**config.mk**
```make
export PLATFORM = sky130hd
export DESIGN_NAME = tmr_bank
export DESIGN_NICKNAME = d
export VERILOG_FILES = /design/src/rtl/tmr_bank_pkg.sv /design/src/rtl/tmr_edge_sync.sv /design/src/rtl/tmr_prescaler.sv /design/src/rtl/tmr_unit.sv /design/src/rtl/tmr_bank.sv
export SDC_FILE = /design/constraint.sdc
export NUM_CORES = 1
export LEC_CHECK = 0
export ABC_AREA = 1
export ABC_CLOCK_PERIOD_IN_PS = 2300
export BUFFER_PORTS_ARGS = -buffer_cell sky130_fd_sc_hd__buf_4
export CORE_UTILIZATION = 45
export DETAILED_ROUTE_END_ITERATION = 10
export PLACE_DENSITY_LB_ADDON = 0.1
export SYNTH_ARGS = -nofsm -noshare
export SYNTH_HDL_FRONTEND = slang
export SYNTH_SLANG_ARGS = --single-unit
```
**constraint.sdc**
```tcl
create_clock -name clk -period 2.3 [get_ports clk]
set_clock_uncertainty 0.05 [all_clocks]
set_input_delay 0.115 -clock clk [delete_from_list [all_inputs] [get_ports clk]]
set_output_delay 0.115 -clock clk [all_outputs]
set_load 0.005 [all_outputs]
```
**src/rtl/tmr_bank_pkg.sv**
```systemverilog
package tmr_bank_pkg;
    localparam int TMR_W   = 8;
    localparam int NUM_TMR = 6;
    localparam int ADDR_W  = 4;
    localparam int ADDR_SRC = 6;
    localparam int ADDR_CTL = 7;
    localparam int NUM_PINS = 3;

    typedef enum logic [1:0] {
        ST_BOOT = 2'd0,
        ST_RUN  = 2'd1,
        ST_WAKE = 2'd2
    } seq_state_t;
endpackage

```
**src/rtl/tmr_edge_sync.sv**
```systemverilog
module tmr_edge_sync (
    input  logic clk,
    input  logic rst_n,
    input  logic async_in,
    output logic rise
);
    logic s1_q, s2_q, s3_q;

    always_ff @(posedge clk or negedge rst_n) begin
        if (!rst_n) begin
            s1_q <= 1'b0;
            s2_q <= 1'b0;
            s3_q <= 1'b0;
        end else begin
            s1_q <= async_in;
            s2_q <= s1_q;
            s3_q <= s2_q;
        end
    end

    assign rise = s2_q & ~s3_q;
endmodule

```
**src/rtl/tmr_prescaler.sv**
```systemverilog
module tmr_prescaler #(
    parameter int DIV_FAST = 2,
    parameter int DIV_MID  = 16,
    parameter int DIV_SLOW = 4096
) (
    input  logic clk,
    input  logic rst_n,
    input  logic base_tick,
    output logic tick_fast,
    output logic tick_mid,
    output logic tick_slow
);
    localparam int FAST_B = $clog2(DIV_FAST);
    localparam int MID_B  = $clog2(DIV_MID);
    localparam int SLOW_B = $clog2(DIV_SLOW);

    logic [SLOW_B-1:0] pre_q;

    always_ff @(posedge clk or negedge rst_n) begin
        if (!rst_n)
            pre_q <= '0;
        else if (base_tick)
            pre_q <= pre_q + 1'b1;
    end

    assign tick_fast = base_tick & (&pre_q[FAST_B-1:0]);
    assign tick_mid  = base_tick & (&pre_q[MID_B-1:0]);
    assign tick_slow = base_tick & (&pre_q);
endmodule

```
**src/rtl/tmr_unit.sv**
```systemverilog
module tmr_unit #(
    parameter int W = 8,
    parameter logic [W-1:0] RST_VAL = '0
) (
    input  logic         clk,
    input  logic         rst_n,
    input  logic         preset_en,
    input  logic         load_en,
    input  logic [W-1:0] load_val,
    input  logic         tick,
    input  logic         halt,
    output logic [W-1:0] cnt,
    output logic         ovf
);
    logic [W-1:0] latch_q, cnt_q;
    logic         ovf_q;

    always_ff @(posedge clk or negedge rst_n) begin
        if (!rst_n) begin
            latch_q <= RST_VAL;
            cnt_q   <= RST_VAL;
            ovf_q   <= 1'b0;
        end else begin
            ovf_q <= 1'b0;
            if (preset_en) begin
                latch_q <= RST_VAL;
                cnt_q   <= RST_VAL;
            end else if (load_en) begin
                latch_q <= load_val;
                cnt_q   <= load_val;
            end else if (tick && !halt) begin
                if (cnt_q == '0) begin
                    cnt_q <= latch_q;
                    ovf_q <= 1'b1;
                end else begin
                    cnt_q <= cnt_q - 1'b1;
                end
            end
        end
    end

    assign cnt = cnt_q;
    assign ovf = ovf_q;
endmodule

```
**src/rtl/tmr_bank.sv**
```systemverilog
module tmr_bank
    import tmr_bank_pkg::*;
#(
    parameter int DIV_FAST = 2,
    parameter int DIV_MID  = 16,
    parameter int DIV_SLOW = 4096,
    parameter logic [7:0] BOOT_VAL_A = 8'hFF,
    parameter logic [7:0] BOOT_VAL_B = 8'h07
) (
    input  logic                clk,
    input  logic                rst_n,
    input  logic                bus_we,
    input  logic [ADDR_W-1:0]   bus_addr,
    input  logic [TMR_W-1:0]    bus_wdata,
    output logic [TMR_W-1:0]    bus_rdata,
    input  logic                pin_ext_a,
    input  logic                pin_ext_b,
    input  logic                pin_sub_clk,
    input  logic                wake_req,
    output logic [NUM_TMR-1:0]  irq,
    output logic                sys_ready
);
    localparam int IDX_T3 = 2;
    localparam int IDX_T4 = 3;

    seq_state_t state_q, state_d;
    logic       seq_force;
    logic       preset_go;

    logic [7:0] src_q, ctl_q;
    logic [NUM_PINS-1:0] pins_in, pin_rise;
    logic base_tick, tick_fast, tick_mid, tick_slow;
    logic [NUM_TMR-1:0] tmr_tick, tmr_halt, tmr_ovf, tmr_load, tmr_preset;
    logic [TMR_W-1:0]   tmr_cnt [NUM_TMR];
    logic [NUM_TMR*TMR_W-1:0] cnt_all;

    // sequencer: state register
    always_ff @(posedge clk or negedge rst_n) begin
        if (!rst_n)
            state_q <= ST_BOOT;
        else
            state_q <= state_d;
    end

    // sequencer: transitions
    always_comb begin
        state_d = state_q;
        unique case (state_q)
            ST_BOOT: if (tmr_ovf[IDX_T4]) state_d = ST_RUN;
            ST_RUN:  if (wake_req)        state_d = ST_WAKE;
            ST_WAKE: if (tmr_ovf[IDX_T4]) state_d = ST_RUN;
            default: state_d = ST_BOOT;
        endcase
    end

    // sequencer: outputs
    always_comb begin
        sys_ready = 1'b0;
        seq_force = 1'b1;
        preset_go = 1'b0;
        unique case (state_q)
            ST_BOOT: ;
            ST_RUN: begin
                sys_ready = 1'b1;
                seq_force = 1'b0;
                preset_go = wake_req;
            end
            ST_WAKE: ;
            default: ;
        endcase
    end

    // mode registers, writable only while internal reset is released
    always_ff @(posedge clk or negedge rst_n) begin
        if (!rst_n) begin
            src_q <= 8'h00;
            ctl_q <= 8'h00;
        end else if (sys_ready && bus_we) begin
            if (bus_addr == ADDR_W'(ADDR_SRC)) src_q <= bus_wdata;
            if (bus_addr == ADDR_W'(ADDR_CTL)) ctl_q <= bus_wdata;
        end
    end

    // pin synchronisers: 0 = ext A, 1 = ext B, 2 = sub-clock
    assign pins_in = {pin_sub_clk, pin_ext_b, pin_ext_a};

    for (genvar p = 0; p < NUM_PINS; p++) begin : g_sync
        tmr_edge_sync u_sync (
            .clk      (clk),
            .rst_n    (rst_n),
            .async_in (pins_in[p]),
            .rise     (pin_rise[p])
        );
    end

    assign base_tick = ctl_q[7] ? pin_rise[2] : 1'b1;

    tmr_prescaler #(
        .DIV_FAST (DIV_FAST),
        .DIV_MID  (DIV_MID),
        .DIV_SLOW (DIV_SLOW)
    ) u_pre (
        .clk       (clk),
        .rst_n     (rst_n),
        .base_tick (base_tick),
        .tick_fast (tick_fast),
        .tick_mid  (tick_mid),
        .tick_slow (tick_slow)
    );

    // count source selection
    always_comb begin
        unique case (src_q[1:0])
            2'b00: tmr_tick[0] = tick_mid;
            2'b01: tmr_tick[0] = tick_slow;
            2'b10: tmr_tick[0] = pin_rise[2];
            default: tmr_tick[0] = pin_rise[0];
        endcase
        tmr_tick[1] = src_q[2] ? tmr_ovf[0] : tick_mid;
        tmr_tick[2] = src_q[3] ? pin_rise[1] : tick_mid;
        if (seq_force) begin
            tmr_tick[3] = tmr_ovf[2];
        end else begin
            unique case (src_q[5:4])
                2'b00: tmr_tick[3] = tmr_ovf[2];
                2'b01: tmr_tick[3] = tick_mid;
                default: tmr_tick[3] = tick_fast;
            endcase
        end
        unique case (src_q[7:6])
            2'b00: tmr_tick[4] = tick_mid;
            2'b01: tmr_tick[4] = pin_rise[2];
            default: tmr_tick[4] = tmr_ovf[3];
        endcase
        tmr_tick[5] = ctl_q[6] ? tmr_ovf[4] : tick_mid;
    end

    for (genvar i = 0; i < NUM_TMR; i++) begin : g_tmr
        localparam logic [TMR_W-1:0] RV = (i == IDX_T3) ? BOOT_VAL_A :
                                          (i == IDX_T4) ? BOOT_VAL_B : '0;
        localparam bit SEQ_MEMBER = (i == IDX_T3) || (i == IDX_T4);

        assign tmr_halt[i]   = SEQ_MEMBER ? (ctl_q[i] & ~seq_force) : ctl_q[i];
        assign tmr_preset[i] = SEQ_MEMBER ? preset_go : 1'b0;
        assign tmr_load[i]   = sys_ready & bus_we & (bus_addr == ADDR_W'(i));

        tmr_unit #(
            .W       (TMR_W),
            .RST_VAL (RV)
        ) u_tmr (
            .clk       (clk),
            .rst_n     (rst_n),
            .preset_en (tmr_preset[i]),
            .load_en   (tmr_load[i]),
            .load_val  (bus_wdata),
            .tick      (tmr_tick[i]),
            .halt      (tmr_halt[i]),
            .cnt       (tmr_cnt[i]),
            .ovf       (tmr_ovf[i])
        );

        assign cnt_all[i*TMR_W +: TMR_W] = tmr_cnt[i];
    end

    // read mux
    always_comb begin
        bus_rdata = '0;
        for (int i = 0; i < NUM_TMR; i++) begin
            if (bus_addr == ADDR_W'(i)) bus_rdata = tmr_cnt[i];
        end
        if (bus_addr == ADDR_W'(ADDR_SRC)) bus_rdata = src_q;
        if (bus_addr == ADDR_W'(ADDR_CTL)) bus_rdata = ctl_q;
    end

    assign irq = tmr_ovf;
endmodule

```
## Word level (Yosys, flattened, before mapping)

Cells that the tools add are included.

- Reductions and logical operators: 38
- Bitwise logic cells: 18
- Mux-type cells: 65
- Equal/unequal tests: 15
- $add $sub $neg: 7

Operators by type and width:

| cell | count |
|---|---|
| $mux W8 | 32 |
| $logic_not A8 Y1 | 6 |
| $sub A8 B1 Y8 const B | 6 |
| $mux W1 | 27 |
| $eq A4 B3 Y1 const B | 4 |
| $and A1 B1 Y1 | 15 |
| $add A12 B1 Y12 const B | 1 |
| $reduce_and A12 Y1 | 1 |
| $reduce_bool A2 Y1 | 6 |
| $eq A2 B1 Y1 const B | 4 |
| $eq A4 B2 Y1 const B | 2 |
| $logic_not A2 Y1 | 4 |
| $logic_and A1 B1 Y1 | 7 |
| $logic_not A1 Y1 | 6 |
| $reduce_and A2 Y1 | 3 |
| $reduce_bool A3 Y1 | 2 |
| $eq A2 B2 Y1 const B | 2 |
| $eq A4 B1 Y1 const B | 1 |
| $logic_not A4 Y1 | 1 |
| $mux W2 | 2 |
| $pmux W1 S2 | 2 |
| $pmux W2 S2 | 1 |
| $reduce_and A4 Y1 | 1 |
| $not A1 Y1 | 3 |
| other kinds (4) | 4 |

- Input bits: 19
- Word-level logic and storage cells: 174
- Output and inout port bits: 15
- Flip-flop bits (word level): 141

## Longest topological paths before layout

Gate-level depths: netlist of run 1.

- Depth in word-level cells: 10
- Depth in mapped cells: 12
- Gate-level depth less buffers: 11

## Modules after synthesis

Synthesis of run 1 repeated with hierarchy kept, for this count alone.

- Cells, all modules: 1206
- Area total of the unflattened synthesis: 8851.0 µm²

By module, submodules not included:

| module | seq. area each (µm²) | area an instance (µm²) | instances | cells each |
|---|---|---|---|---|
| tmr_unit at g_tmr[0].u_tmr ... | 425.4 | 1092.3 | 2 | 150 |
| tmr_unit at g_tmr[4].u_tmr ... | 425.4 | 1067.3 | 2 | 149 |
| tmr_bank | 450.4 | 1516.5 | 1 | 235 |
| tmr_unit at g_tmr[3].u_tmr | 432.9 | 1083.5 | 1 | 146 |
| tmr_unit at g_tmr[2].u_tmr | 445.4 | 1058.5 | 1 | 144 |
| tmr_prescaler | 300.3 | 618.1 | 1 | 68 |
| tmr_edge_sync | 75.1 | 85.1 | 3 | 5 |

## Worst setup path after synthesis of run 1

Ideal clock, no wire load.

- Path type: register to register
- From: register u_pre.pre_q[0]
- To: register g_tmr[0].u_tmr.cnt_q[0]
- Period minus slack after synthesis: 1652 ps
- Stages on the path, launching flop included: 12
- Data required time: 2133 ps
- Arrival time: 1484 ps
- Path slack: 648 ps
- Setup time: 117 ps
- Buffers on the path: 0
- Cells stage by stage: dfrtp_1 ha_1 inv_1 nor2_1 nand2_2 inv_2 nand2_1 nand4_1 nand2_1 nand2_1 nand2_1 nand2_1

- Longest elaborated chain between the ends: 5
- Elaborated cells on any way between the ends: 7
- Those cells by class: mux: 1; bitwise: 2; reduce/logical: 4

RTL lines:

| element | RTL line | source |
|---|---|---|
| from (decl) | tmr_prescaler.sv:17 | `logic [SLOW_B-1:0] pre_q;` |
| from (signal assigned) | tmr_prescaler.sv:23 | `pre_q <= pre_q + 1'b1;` |
| $reduce_and A12 Y1 / $reduce_and A4 Y1 (equally long branches) | tmr_prescaler.sv:28, tmr_prescaler.sv:27 |  |
| $and A1 B1 Y1 (on tied branches) | tmr_prescaler.sv:28, tmr_prescaler.sv:27 |  |
| $pmux W1 S3 * | tmr_bank.sv:113 | `unique case (src_q[1:0])` |
| $logic_and A1 B1 Y1 * | tmr_unit.sv:31 | `end else if (tick && !halt) begin` |
| $reduce_bool A2 Y1 (no line) * | n/a |  |
| to (signal assigned) | tmr_unit.sv:30 | `cnt_q <= load_val;` |
| to (signal assigned) | tmr_unit.sv:33 | `cnt_q <= latch_q;` |
| to (signal assigned) | tmr_unit.sv:36 | `cnt_q <= cnt_q - 1'b1;` |
| to (decl) | tmr_unit.sv:15 | `logic [W-1:0] latch_q, cnt_q;` |

Every way passes the cells marked *; elsewhere a longest branch is shown, timed or not.
A chain may end at the register's enable or synchronous reset.

## Worst setup path after layout of run 1

- From: register g_tmr[0].u_tmr.cnt_q[0]
- To: output bus_rdata[0]

- Longest elaborated chain between the ends: 8

RTL lines:

| element | RTL line | source |
|---|---|---|
| $mux W8 (6 in series) | tmr_bank.sv:169 | `if (bus_addr == ADDR_W'(i)) bus_rdata = tmr_cnt[i];` |
| $mux W8 | tmr_bank.sv:171 | `if (bus_addr == ADDR_W'(ADDR_SRC)) bus_rdata = src_q;` |
| $mux W8 | tmr_bank.sv:172 | `if (bus_addr == ADDR_W'(ADDR_CTL)) bus_rdata = ctl_q;` |
| to (decl) | tmr_bank.sv:15 | `output logic [TMR_W-1:0] bus_rdata,` |

No other way between the ends.

==> impl_results.md, run 1 <==
- Register area share after synthesis: 46.21%
- Worst-skew pair later-pin latency: roughly 0.42 ns
- Reg power frac: 36.3%
- Wirelength per Cell: ~16 um
- Row count: 47
- Top cells by count, synth: nand2_1 (291), dfrtp_1 (119), inv_1 (105), nor2_1 (74), o21ai_0 (69)
- # setup viols final: 0
- Mux cell area share after synthesis: less than 1%
- Adder-cell share of the synthesized area: 2.114%
- Final period utilization: 93.30%
- Hold path start: bus_wdata[3]
- Post-synth top flop: dfrtp_1
- Worst Path Buf+Inv: 2
- Syn_area_per_cell: 7.773 um2
- Die height: 132.8 um
- Iter 0 DRT Violations: 604
- H-tree depth: 4
- Synth top area share: a little under 40%
- Fin nets: between 1k and 1.5k
- DRT Pass-1 Iters: 5
- Most common cell in the netlist: nand2_1
- RSZ-0062 raised after global routing: no
- GRT Overall Usage: 25.21%
- Io pins: 34
- Arr. time, crit path: 1.98 ns
- Fraction of layout cells with a size suffix above 1: 13.25%
- Clock power frac: 29.4%
- Crit path launch type: register
- RePlAce Congestion: about 0.9
- Synthesis-to-layout area growth: 15.01%
- Initial antenna violation count: 0
- Worst path max stage delay: 0.41 ns
- Final Hold Vio Count: 0
- Fill count: 1593
- Port Buffer Count: 33
- PD cells: 1084 mW/mm2
- Switching Fraction: between 30% and 40%
- Initial cell density of the core: 46.24%
- Total Negative Setup Slacks: 0 ns
- Crit-path slowest cell: dfrtp_1
- Hold_ws: 0.01369 ns
- MaxCap Viol Count: 0
- Max Clk Rate: 466.0 MHz
- CTS resizes: 0
- Final HPWL DP: 14820 um
- CP Launch Point: g_tmr[0].u_tmr.cnt[0]$_DFFE_PN0P_
- Worst path top cell family by delay: simple AND/OR/NAND/NOR gates
- Hold WC Path Type: in2reg
- Vias in the first global route: 6290
- CTS clk-pin slew, worst paths: around 0.060 ns
- CP endpoint kind: output port
- Crit path cell chain: inv_1 -> o22ai_1 -> nor4_1 -> nand4_1 -> buf_4
- Comb power frac: 34.3%
- Vias per inst: about 5.3
- Kind of critical path: reg2out
- Gr ovfl total: 0
- Ant. Diodes: 0
- Clk root buf: clkbuf_16
- NetSw: 3.551 mW
- Minimum clock period: 2.146 ns
- Total CTS buffers: 17
- Synth Area in Compound Gates: 11.43%
- Pin count of the biggest net entering global routing: 49
- First-pass GRT wire length: 33650 um
- CP Max Fanout: 5
- CTS Sinks: 141
- Worst slew margin: between 60% and 70%
- VDD IR-drop max: 0.7352 mV
- Synth Area in Simple Gates: 29.12%
- Post-route DRC: 0
- Fin. max-slew vios: 0
- Synth async-reset ratio: 100.0%
- EDFF count, synth: 0
- Syn Std Cell Area: 0.007695 mm2
- Post-CTS setup buffers: 0
- Top cells by area, synth: dfrtp_1 (39%), nand2_1 (14%), dfstp_2 (7.5%)
- Worst-case clock buffer depth: 2
- Actual slew at the worst max-slew pin: 0.5398 ns
- Cts-stage hold buffer count: 6
- Critical path data required time: roughly 2.1 ns
- Die Width: approximately 130 um
- Post-Synth XOR/XNOR Area: 3.301%
- Via count: between 6k and 7k
- Reg2reg start: u_pre.pre_q[0]$_DFFE_PN0N_
- Die area: 0.01763 mm2
- Syn_nets: 1022
- Largest area contributor in the netlist: dfrtp_1
- Cell internal pwr: 6.041 mW
- Placeable Area: 0.01664 mm2
- Warnings, synthesis: 0
- Synth cell types: 39
- CTS tree: yes
- Leakage power: 4.486 nW
- FF+latch count, synth: 141
- Final WL: 20910 um
- DRT antenna net count: 0
- Largest family of logic cells by synthesized area: simple AND/OR/NAND/NOR gates
- Status: finished clean
- Post-Synthesis Cells: 990
-- layer usage --
metal | global-route usage (%) | part of all wire [%]
met1 | 33.67 | 45
met2 | 41.96 | 49
met3 | 4.444 | 4.8
met4 | 7.216 | 1.6
met5 | 0 | 0
-- power by group through the flow --
stage	Combinational, mW	Clock (mW)	Sequential, mW
after floorplan	2.46	0	3.37
after global placement	3.23	0	3.51
after detailed placement	3.26	0	3.51
after CTS	3.29	2.86	3.48
after global routing	3.79	2.97	3.54
final	3.29	2.82	3.48
-- path summary, 6_finish.rpt --
check                                                        end  slack [ns]  cells after the start
min reg2reg                      g_sync[1].u_sync.s2_q$_DFF_PN0_        0.30                      0
max in group asynchronous      g_tmr[1].u_tmr.cnt[2]$_DFFE_PN0P_        1.34                      3
max                                                 bus_rdata[0]        0.15                      5
min in group asynchronous  g_tmr[3].u_tmr.latch_q[5]$_DFFE_PN0P_        0.13                      2
min                        g_tmr[5].u_tmr.latch_q[3]$_DFFE_PN0P_        0.01                      3
max reg2reg                    g_tmr[0].u_tmr.cnt[5]$_DFFE_PN0P_        0.23                     11
-- stage by stage --
step           total power, mW  instances  worst slack (ns)  util [%]  cell area (um2)
5_1_grt                  10.30       1269          0.009341     53.18             8850
3_3_place_gp             6.745       1232            0.2981     49.21             8189
4_1_cts                  9.631       1269            0.1837     53.18             8850
6_report                 9.592       1269            0.1540     53.18             8850
2_1_floorplan            5.832        990            0.6485         -             7695
3_5_place_dp             6.764       1232            0.2708     49.21             8189
-- layout make-up --
cell class                      instances  area (um2)  share of cell area (%)
Sequential cell                       141        3556                   40.18
Clock inverter                         10       140.1                   1.583
Tap cell                              220       275.3                   3.110
Clock buffer                           21       460.4                   5.203
Multi-Input combinational cell        707        3548                   40.10
Inverter                              118       447.9                   5.062
Timing Repair Buffer                   52       421.7                   4.765
-- layout by cell type (no fill, tap or decap), types with 2 or more instances in the layout --
cell	count
clkbuf_16	17
bufinv_16	3
o21ai_1	10
ha_1	13
clkinv_2	2
o22ai_1	11
buf_4	44
dfstp_2	22
xor2_1	22
o21ai_0	69
clkbuf_8	2
inv_1	105
nand2_4	3
clkinvlp_4	3
nand4_1	20
nor4_1	8
a21oi_1	30
nand2_1	291
nor3b_1	3
nor3_1	14
dfrtp_1	119
nand3_1	68
nor2_1	74
nor2_4	7
xnor2_1	7
clkbuf_1	2
dlygate4sd3_1	6
a31oi_1	5
inv_2	11
nand2_2	9
nand3_2	2
nor2_2	5
clkinv_4	3
o211ai_1	28
-- kinds of logic (layout without fill, tap and decap cells) --
group,count (synthesis),after routing
adder cells (fa/ha/maj),13,13
multiplexers,1,1
XOR/XNOR,29,29
flip-flops,141,141
AO/OA/AOI/OAI,156,156
AND/OR/NAND/NOR,508,508
buffers and inverters,142,201
-- tightest hold or removal path: stages --
cell and delay [ns]:
buf_4 0.18, nand2_1 0.10, nand2_1 0.05
-- sequential cells by signal, indices dropped and copies added (netlist names), 3 cells and up --
register	flops
g_sync.u_sync.s2_q	3
g_sync.u_sync.s1_q	3
g_sync.u_sync.s3_q	3
ctl_q	8
u_pre.pre_q	12
g_tmr.u_tmr.ovf	6
g_tmr.u_tmr.cnt	48
g_tmr.u_tmr.latch_q	48
src_q	8
No activity file was read; power rests on OpenSTA's default activity.
==> run 2: changes to the inputs <==
- RECOVER_POWER: default -> 50
==> run 2 against run 1 <==
Clock power hardly changed. Register-to-register slack about the same. Sequential share of layout area is 0.12 points higher. Highest routed layer unchanged.
==> impl_results.md, run 2 (synthesis gave the netlist of run 1 again) <==
- Gr ovfl total: 0 (unchanged)
- Worst-skew pair later-pin latency: 0.42 ns (about the same)
- Worst-case clock buffer depth: 2 (unchanged)
- H-tree depth: 4 (unchanged)
- Post-CTS setup buffers: 0 (unchanged)
- Placeable Area: 0.01664 mm2 (unchanged)
- Worst slew margin: 30.36% (was 63.93%)
- CP Max Fanout: 5 (unchanged)
- Worst Path Buf+Inv: 2 (unchanged)
- Iter 0 DRT Violations: 595 (was 604)
- Arr. time, crit path: 1.97 ns (was 1.98 ns)
- Ant. Diodes: 0 (unchanged)
- GRT Overall Usage: 25.21% (unchanged)
- PD cells: 1086 mW/mm2 (was 1084 mW/mm2)
- Critical path data required time: 2.13 ns (about the same)
- Max Clk Rate: 468.4 MHz (was 466.0 MHz)
- Total CTS buffers: 17 (unchanged)
- CP endpoint kind: output port (unchanged)
- CTS Sinks: 141 (unchanged)
- CTS tree: yes (unchanged)
- CTS clk-pin slew, worst paths: 0.06 ns (about the same)
- Hold WC Path Type: in2reg (unchanged)
- Crit path cell chain: inv_1 -> o22ai_1 -> nor4_1 -> nand4_1 -> buf_4 (unchanged)
- Final Hold Vio Count: 0 (unchanged)
- Leakage power: 4.476 nW (was 4.486 nW)
- Fin. max-slew vios: 0 (unchanged)
- Fin nets: 1069 (unchanged)
- Crit path launch type: register (unchanged)
- Row count: 47 (unchanged)
- Crit-path slowest cell: dfrtp_1 (unchanged)
- Initial antenna violation count: 0 (unchanged)
- Final period utilization: 92.82% (was 93.30%)
- VDD IR-drop max: 0.7349 mV (was 0.7352 mV)
- Vias per inst: 5.285 (was 5.273)
- Final Cell Area: 0.008823 mm2 (was 0.008850 mm2)
- Vias in the first global route: 6290 (unchanged)
- Io pins: 34 (unchanged)
- Pin count of the biggest net entering global routing: 49 (unchanged)
- Synthesis-to-layout area growth: 14.67% (was 15.01%)
- DRT Pass-1 Iters: 5 (unchanged)
- Total power: 9.579 mW (was 9.592 mW)
- Initial cell density of the core: 46.24% (unchanged)
- Worst path top cell family by delay: simple AND/OR/NAND/NOR gates (unchanged)
- Worst path max stage delay: 0.41 ns (about the same)
- Leading cell types in the layout, fill and taps excluded: nand2_1 (292), dfrtp_1 (119), inv_1 (105) (was nand2_1 (291), dfrtp_1 (119), inv_1 (105))
- First-pass GRT wire length: 33650 um (unchanged)
- Sequential cell area: 0.003556 mm2 (unchanged)
- Multi-input gate area: 0.003546 mm2 (was 0.003548 mm2)
- Minimum clock period: 2.135 ns (was 2.146 ns)
- MaxCap Viol Count: 0 (unchanged)
- Actual slew at the worst max-slew pin: 1.045 ns (was 0.5398 ns)
- Total Negative Setup Slacks: 0 ns (unchanged)
- Final WL: 20850 um (was 20910 um)
- Final core utilization: 53.02% (was 53.18%)
- Status: finished clean (unchanged)
- Wirelength per Cell: 16.43 um (was 16.48 um)
- Kind of critical path: reg2out (unchanged)
- Final HPWL DP: 14820 um (unchanged)
- Port Buffer Count: 33 (unchanged)
- DRT antenna net count: 0 (unchanged)
- Fraction of layout cells with a size suffix above 1: 13.16% (was 13.25%)
- RSZ-0062 raised after global routing: no (unchanged)
- # setup viols final: 0 (unchanged)
- RePlAce Congestion: 0.8891 (unchanged)
- Die area: 0.01763 mm2 (unchanged)
- Die Width: 132.8 um (unchanged)
- Fill count: 1596 (was 1593)
- Most common cell after layout, fill and taps aside: nand2_1 (unchanged)
- Via count: 6707 (was 6691)
- Post-route DRC: 0 (unchanged)
- Die height: 132.8 um (unchanged)
- Clk root buf: clkbuf_16 (unchanged)
- Area of placed instances: 0.008189 mm2 (unchanged)
run 2: cell count changes in the layout (fill, tap and decap cells not counted), sizes merged:
cell and change:
clkbuf +9, buf -9
run 2: path summary, 6_finish.rpt:
kind | from | endpoint | slack [ns] | cells after the start
setup / recovery | g_tmr[0].u_tmr.cnt[0]$_DFFE_PN0P_ | bus_rdata[0] | 0.17 | 5
hold / removal | bus_wdata[3] | g_tmr[5].u_tmr.latch_q[3]$_DFFE_PN0P_ | 0.02 | 3
setup reg to reg | u_pre.pre_q[0]$_DFFE_PN0N_ | g_tmr[0].u_tmr.cnt[5]$_DFFE_PN0P_ | 0.23 | 11
hold reg to reg | g_sync[1].u_sync.s1_q$_DFF_PN0_ | g_sync[1].u_sync.s2_q$_DFF_PN0_ | 0.30 | 0
max in group asynchronous | rst_n | g_tmr[4].u_tmr.cnt[5]$_DFFE_PN0P_ | 0.50 | 3
min in group asynchronous | rst_n | g_tmr[3].u_tmr.latch_q[5]$_DFFE_PN0P_ | 0.37 | 2
run 2: area by class of cell:
type,instances,area share [%]
multi-input combinational,707,40.19
timing repair buffer,52,4.509
tap,220,3.120
inverter,118,5.077
clock inverter,10,1.588
clock buffer,21,5.218
sequential,141,40.30
run 2: routing by layer:
layer	vias up	routed length (um)	GRT usage (%)
li1	3338	-	-
met1	3179	9488	33.67
met2	172	10180	41.96
met3	18	853	4.444
met4	0	332	7.216
met5	-	0	0
run 2: per-stage QoR:
stage	setup WS (ns)	instances	hold WS (ns)
floorplan	0.6485	990	-0.2306
global placement	0.2981	1232	0.01752
detailed placement	0.2708	1232	0.008676
CTS	0.1837	1269	0.00004952
global route	0.009341	1269	0.002993
finish	0.1652	1269	0.01762
run 2: repair_timing:
item | 4_1_cts | 5_1_grt
hold buffers | 6 | 0
gates resized for setup | 0 | 0
endpoints found under the hold margin | 78 | 0
run 2: power by group:
part	leakage, nW	switching (mW)	internal, mW
registers	1.74	0.455	3.02
logic	2.45	2.02	1.26
clock network	0.285	1.07	1.76
run 2: worst reg2reg max path: stages (launching register included):
cell	delay, ns
dfrtp_1	0.41
ha_1	0.25
inv_1	0.07
nor2_1	0.05
nand2_2	0.13
inv_2	0.07
nand2_1	0.06
nand4_1	0.09
nand2_1	0.29
nand2_1	0.30
nand2_1	0.13
nand2_1	0.06
